<file path="src/rtl/mseq_pkg.sv">
package mseq_pkg;
  localparam int MSEQ_ADDR_W = 9;
  localparam int MSEQ_OP_W   = 8;

  typedef struct packed {
    logic br_neg;
    logic br_zero;
    logic dispatch;
  } mseq_ctl_t;

  typedef struct packed {
    logic neg;
    logic zero;
  } mseq_flags_t;
endpackage

</file>
<file path="src/rtl/mseq_flag_reg.sv">
module mseq_flag_reg
  import mseq_pkg::*;
(
  input  logic        clk,
  input  logic        rst_n,
  input  mseq_flags_t flags_in,
  output mseq_flags_t flags_q
);
  localparam int NFLAG = $bits(mseq_flags_t);

  logic [NFLAG-1:0] d_vec, q_vec;
  assign d_vec   = flags_in;
  assign flags_q = q_vec;

  for (genvar g = 0; g < NFLAG; g++) begin : g_flag
    always_ff @(posedge clk or negedge rst_n) begin
      if (!rst_n) q_vec[g] <= 1'b0;
      else        q_vec[g] <= d_vec[g];
    end
  end

  p_flag_capture_r4: assert property (@(posedge clk) disable iff (!rst_n)
    1'b1 |=> flags_q == $past(flags_in));
endmodule

</file>
<file path="src/rtl/mseq_next_addr.sv">
module mseq_next_addr
  import mseq_pkg::*;
#(
  parameter int ADDR_W = MSEQ_ADDR_W,
  parameter int OP_W   = MSEQ_OP_W
) (
  input  logic [ADDR_W-1:0] succ_addr,
  input  mseq_ctl_t         ctl,
  input  mseq_flags_t       flags,
  input  logic [OP_W-1:0]   opcode,
  output logic [ADDR_W-1:0] next_addr
);
  localparam int LOW_W = ADDR_W - 1;

  logic [LOW_W-1:0] op_ext;
  logic [LOW_W-1:0] low_part;
  logic             jam_bit;

  assign op_ext = LOW_W'(opcode);

  always_comb begin
    low_part = succ_addr[LOW_W-1:0];
    if (ctl.dispatch) low_part = low_part | op_ext;
    jam_bit = (ctl.br_zero & flags.zero) | (ctl.br_neg & flags.neg);
    next_addr = {succ_addr[ADDR_W-1] | jam_bit, low_part};
  end

  initial begin
    assert (OP_W <= LOW_W);
  end
endmodule

</file>
<file path="src/rtl/mseq_pc_reg.sv">
module mseq_pc_reg #(
  parameter int ADDR_W = 9
) (
  input  logic              clk,
  input  logic              rst_n,
  input  logic [ADDR_W-1:0] d,
  output logic [ADDR_W-1:0] q
);
  always_ff @(posedge clk or negedge rst_n) begin
    if (!rst_n) q <= '0;
    else        q <= d;
  end

  p_reset_zero_r1: assert property (@(posedge clk) !rst_n |-> q == '0);
endmodule

</file>
<file path="src/rtl/mseq_sequencer.sv">
module mseq_sequencer
  import mseq_pkg::*;
#(
  parameter int ADDR_W = MSEQ_ADDR_W,
  parameter int OP_W   = MSEQ_OP_W
) (
  input  logic              clk,
  input  logic              rst_n,
  input  logic [ADDR_W-1:0] succ_addr,
  input  logic              br_neg,
  input  logic              br_zero,
  input  logic              dispatch,
  input  logic [OP_W-1:0]   opcode,
  input  logic              alu_neg,
  input  logic              alu_zero,
  output logic [ADDR_W-1:0] upc,
  output logic              neg_held,
  output logic              zero_held
);
  localparam int LOW_W = ADDR_W - 1;

  mseq_ctl_t   ctl;
  mseq_flags_t flags_now, flags_q;
  logic [ADDR_W-1:0] nxt;

  assign ctl       = '{br_neg: br_neg, br_zero: br_zero, dispatch: dispatch};
  assign flags_now = '{neg: alu_neg, zero: alu_zero};
  assign neg_held  = flags_q.neg;
  assign zero_held = flags_q.zero;

  mseq_flag_reg u_flags (
    .clk      (clk),
    .rst_n    (rst_n),
    .flags_in (flags_now),
    .flags_q  (flags_q)
  );

  mseq_next_addr #(.ADDR_W(ADDR_W), .OP_W(OP_W)) u_next (
    .succ_addr (succ_addr),
    .ctl       (ctl),
    .flags     (flags_q),
    .opcode    (opcode),
    .next_addr (nxt)
  );

  mseq_pc_reg #(.ADDR_W(ADDR_W)) u_pc (
    .clk   (clk),
    .rst_n (rst_n),
    .d     (nxt),
    .q     (upc)
  );

  p_flags_reset_r1: assert property (@(posedge clk) !rst_n |-> !neg_held && !zero_held);

  p_plain_follow_r2: assert property (@(posedge clk) disable iff (!rst_n)
    (!br_neg && !br_zero && !dispatch) |=> upc == $past(succ_addr));

  p_jam_sets_high_r3: assert property (@(posedge clk) disable iff (!rst_n)
    ((br_zero && zero_held) || (br_neg && neg_held)) |=> upc[ADDR_W-1]);

  p_no_jam_high_r3: assert property (@(posedge clk) disable iff (!rst_n)
    (!succ_addr[ADDR_W-1] && !(br_zero && zero_held) && !(br_neg && neg_held))
      |=> !upc[ADDR_W-1]);

  p_dispatch_low_r5: assert property (@(posedge clk) disable iff (!rst_n)
    dispatch |=> upc[LOW_W-1:0] == ($past(succ_addr[LOW_W-1:0]) | LOW_W'($past(opcode))));

  p_opcode_ignored_r6: assert property (@(posedge clk) disable iff (!rst_n)
    !dispatch |=> upc[LOW_W-1:0] == $past(succ_addr[LOW_W-1:0]));
endmodule

</file>
<file path="config.mk">
export PLATFORM = sky130hd
export DESIGN_NAME = mseq_sequencer
export DESIGN_NICKNAME = d
export VERILOG_FILES = /design/src/rtl/mseq_pkg.sv /design/src/rtl/mseq_flag_reg.sv /design/src/rtl/mseq_next_addr.sv /design/src/rtl/mseq_pc_reg.sv /design/src/rtl/mseq_sequencer.sv
export SDC_FILE = /design/constraint.sdc
export NUM_CORES = 1
export LEC_CHECK = 0
export ABC_AREA = 0
export CORE_AREA = 2 2 39 41
export CTS_BUF_LIST = sky130_fd_sc_hd__clkbuf_16
export DETAILED_ROUTE_END_ITERATION = 12
export DIE_AREA = 0 0 41 43
export DONT_BUFFER_PORTS = 1
export GPL_ROUTABILITY_DRIVEN = 0
export PLACE_DENSITY = 0.37
export SETUP_SLACK_MARGIN = 0.3
export SKIP_LAST_GASP = 1
export SLEW_MARGIN = 10
export SYNTH_ARGS = -nofsm -noshare
export SYNTH_HDL_FRONTEND = slang
export SYNTH_SLANG_ARGS = --single-unit
</file>
<file path="constraint.sdc">
create_clock -name clk -period 1.45 [get_ports clk]
set_clock_uncertainty 0.2 [all_clocks]
set_input_delay 0.435 -clock clk [delete_from_list [all_inputs] [get_ports clk]]
set_output_delay 0.435 -clock clk [all_outputs]
set_load 0.03 [all_outputs]
</file>
* Word level (Yosys, flattened, before mapping)
Cells that the tools add are included.
Operators by class: multiplexer cells 1, bitwise logic cells 5
Operators with widths (count):
- 8-bit 2-to-1 mux | 1
- 8-bit bitwise OR | 1
- 1-bit AND | 2
- 1-bit bitwise OR | 2
Word-level totals: flip-flop bits (word level) 11, input bits 24, output and inout bits 11, word-level logic and storage cells 9

* Longest topological paths before layout
depth after elaboration 3, mapped depth 2, gate-level depth less buffers 1

* Hierarchy
Synthesis repeated with hierarchy kept, for this count alone.
Unflattened totals: cell total of the unflattened synthesis 21, area total of the unflattened synthesis 350.3 um^2
Modules (own cells, without submodules):
- mseq_pc_reg | times used 1, cells each 9, area each 225.2 um^2, sequential area each 225.2 um^2
- mseq_next_addr | times used 1, cells each 10, area each 75.1 um^2, sequential area each 0.0 um^2
- mseq_flag_reg | times used 1, cells each 2, area each 50.0 um^2, sequential area each 50.0 um^2

* Worst setup path before layout
No wires, ideal clock.
path type register -> register, start reg u_flags.q_vec[0] (netlist: u_flags.flags_q[0]), end reg u_pc.q[8], library setup time 0.126 ns, arrival time 0.802 ns, data required time 1.124 ns, setup slack 0.322 ns, cell stages (with the launch flop) 2, period minus slack after synthesis 1.128 ns, path through dfrtp_1 > a221o_1
Between the ends: word-level cells in the longest chain between the ends 3
RTL lines:
- from (decl) | RTL line mseq_flag_reg.sv:11 | logic [NFLAG-1:0] d_vec, q_vec;
- from (signal, indexed assignment) | RTL line mseq_flag_reg.sv:18 | else q_vec[g] <= d_vec[g];
- 1-bit AND | RTL line mseq_next_addr.sv:24 | jam_bit = (ctl.br_zero & flags.zero) | (ctl.br_neg & flags.neg);
- 1-bit bitwise OR | RTL line mseq_next_addr.sv:24
- 1-bit bitwise OR | RTL line mseq_next_addr.sv:25 | next_addr = {succ_addr[ADDR_W-1] | jam_bit, low_part};
- named net nxt[8] | RTL line mseq_sequencer.sv:24 | logic [ADDR_W-1:0] nxt;
- to (signal assigned) | RTL line mseq_pc_reg.sv:10 | if (!rst_n) q <= '0;
- to (signal assigned) | RTL line mseq_pc_reg.sv:11 | else q <= d;
- to (decl) | RTL line mseq_pc_reg.sv:7 | output logic [ADDR_W-1:0] q
The timed path passes the listed nets, and every way through them passes these cells.

* Final worst setup path
start reg u_flags.q_vec[0] (netlist: u_flags.flags_q[0]), end out zero_held
RTL lines:
- to (decl) | RTL line mseq_sequencer.sv:18 | output logic zero_held
No word-level cell between the ends.

==> impl_metrics.env <==
export IMPL_dieArea_sq_um=1760
export IMPL_crit_fanout=2
export IMPL_period_share=0.922
export IMPL_grt_max_degree=12
export IMPL_rsz0062_at_grt="yes"
export IMPL_syn_area_sq_um=350
export IMPL_post_cts_buffers=0
export IMPL_finalWorstSetupSlack_ns=0.113
export IMPL_netlist_instances=21
export IMPL_synthXorXnorAreaFrac=0
export IMPL_seqPwrFrac=0.423
export IMPL_synthAdderAreaFrac=0
export IMPL_wl_per_cell_um=16.9
export IMPL_max_cap_violations=0
export IMPL_slew_viol_final=0
export IMPL_crit_path_start="u_flags.flags_q[0]"
export IMPL_reg2reg_slack_ns=0.32
export IMPL_register_area_sq_um=289
export IMPL_power_switching_mw=0.186
export IMPL_grt_total_usage=0.0921
export IMPL_insertion_delay_ns=0.23
export IMPL_grt_ovfl_total=0
export IMPL_r2r_end="u_pc.q[8]"
export IMPL_intPower_mw=0.708
export IMPL_worst_pin_slew_ns=0.472
export IMPL_multiInputGateArea_sq_um=70.1
export IMPL_r2r_start="u_flags.flags_q[0]"
export IMPL_synth_area_per_cell_sq_um=16.7
export IMPL_syn_nets=45
export IMPL_cp_required_ns=0.82
export IMPL_ff2ff_path_depth=1
export IMPL_fill_cells=138
export IMPL_viasPerCell=4.63
export IMPL_post_route_util=0.341
export IMPL_cts_sinks=11
export IMPL_drt_wl_total_um=692
export IMPL_synth_area_mux_share=0
export IMPL_status="complete, no violations"
export IMPL_cts_made_buffers=3
export IMPL_hold_viol=0
export IMPL_fmax_mhz=748
export IMPL_layout_common_cells="dfrtp_2, a21o_1, clkbuf_16"
export IMPL_p_leak_nw=0.216
export IMPL_ys_seq_area_frac=0.786
export IMPL_h_tree_depth=1
export IMPL_power_density_nw_per_um2=1900
export IMPL_vias=190
export IMPL_setup_viol=0
export IMPL_nNetsFinal=50
export IMPL_path_depth=0
export IMPL_first_pass_iters=1
export IMPL_synth_simple_area_share=0
export IMPL_grt_pass1_wl_mm=1.03
export IMPL_cts_tree="done"
export IMPL_clk_pin_slew_ns=0.04
export IMPL_portBuffers=0
export IMPL_final_common_cell="dfrtp_2"
export IMPL_drive_gt1_frac=0.600
export IMPL_yosys_cell_types_count=4
export IMPL_dp_slack_ns=0.292
export IMPL_drtIter0Drc=0
export IMPL_clkPwrFrac=0.553
export IMPL_synth_top_family_by_area="compound AO/OA/AOI/OAI gates"
export IMPL_clockBufferDepth=2
export IMPL_arrival_ns=0.70
export IMPL_drc=0
export IMPL_ys_warn_count=0
export IMPL_comb_power_share=0.024
export IMPL_fp_row_count=14
export IMPL_peakVddDrop_uv=656
export IMPL_die_w_um=41
export IMPL_core_area_sq_um=1380
export IMPL_antenna_found_initial=0
export IMPL_hp_class="input pin to async pin"
export IMPL_die_y_um=43
export IMPL_cp_endpoint="zero_held"
export IMPL_cts_root_buffer="clkbuf_16"
export IMPL_insertedDiodeCount=0
export IMPL_ant_nets=0
export IMPL_crit_type="flip-flop to output pin"
export IMPL_start_util=0.253
export IMPL_area_growth_pct=34.6
export IMPL_synth_compound_area_share=0.200
export IMPL_dpl_hpwl_um=555
export IMPL_io_pins=35
export IMPL_holdWs_ns=0.0172
export IMPL_grt_pass1_vias=242
export IMPL_swShare=0.208
export IMPL_ys_seq_elements=11
export IMPL_final_setup_tns_ns=0
export IMPL_cp_start_kind="flip-flop"
export IMPL_relSlewSlack=0.686
export IMPL_crit_path_end_kind="output pin"
export IMPL_period_needed_ns=1.34
==> routing by layer <==
metal,vias to the layer above,routed length [um],global-route usage
li1,82,-,-
met1,87,237,0.0990
met2,21,353,0.131
met3,0,101,0.0524
met4,0,0,0.0600
met5,-,0,0
==> sequential cells by signal, summed over array words and instances, names as in the netlist <==
signal and count:
u_flags.flags_q 2, u_pc.q 9
==> synth_stat cells <==
master	n	share of area
a221o_1	1	0.029
dfrtp_1	11	0.79
buf_2	1	0.014
a21o_1	8	0.17
==> kinds of logic (layout without fill, tap and decap cells) <==
| kind of cell | after synthesis | in the layout |
|---|---|---|
| buffers and inverters | 1 | 5 |
| AOI/OAI and AO/OA | 9 | 9 |
| DFF | 11 | 11 |
==> final cells by class <==
class / instances / area share
multi-input cells: 9 / 0.149
repair buffers: 1 / 0.0265
clock inverters: 1 / 0.0106
clock buffers: 3 / 0.159
well taps: 16 / 0.0424
flip-flops and latches: 11 / 0.613
==> power by group through the flow <==
stage | combinational [mW] | clock [mW] | sequential [mW]
3_5_place_dp | 0.0141 | 0 | 0.380
5_1_grt | 0.0261 | 0.526 | 0.381
3_3_place_gp | 0.0136 | 0 | 0.379
2_1_floorplan | 0.0157 | 0 | 0.377
6_report | 0.0214 | 0.494 | 0.379
4_1_cts | 0.0224 | 0.508 | 0.379
==> timing repair <==
item,CTS,global route
endpoints found under the setup margin,12,23
hold buffers,1,0
resized for setup,11,1
hold endpoints to repair,11,0
==> stage by stage <==
stage	power, mW	instance area, sq um	std cells
after CTS	0.910	469	41
after floorplan	0.392	350	21
final	0.894	472	41
after global placement	0.393	365	36
after global routing	0.933	472	41
after detailed placement	0.394	365	36
==> how the worst min path moves through the flow <==
stage                         from            endpoint  slack [ns]  cells past startpoint
after floorplan              rst_n  u_flags.flags_q[0]       -0.06                      0
after global placement       rst_n           u_pc.q[8]       -0.06                      0
after detailed placement     rst_n           u_pc.q[3]       -0.06                      0
after CTS                 alu_zero  u_flags.flags_q[0]        0.02                      0
after global routing      alu_zero  u_flags.flags_q[0]        0.02                      0
final                        rst_n           u_pc.q[6]        0.02                      1
No activity file was read; power rests on OpenSTA's default activity.
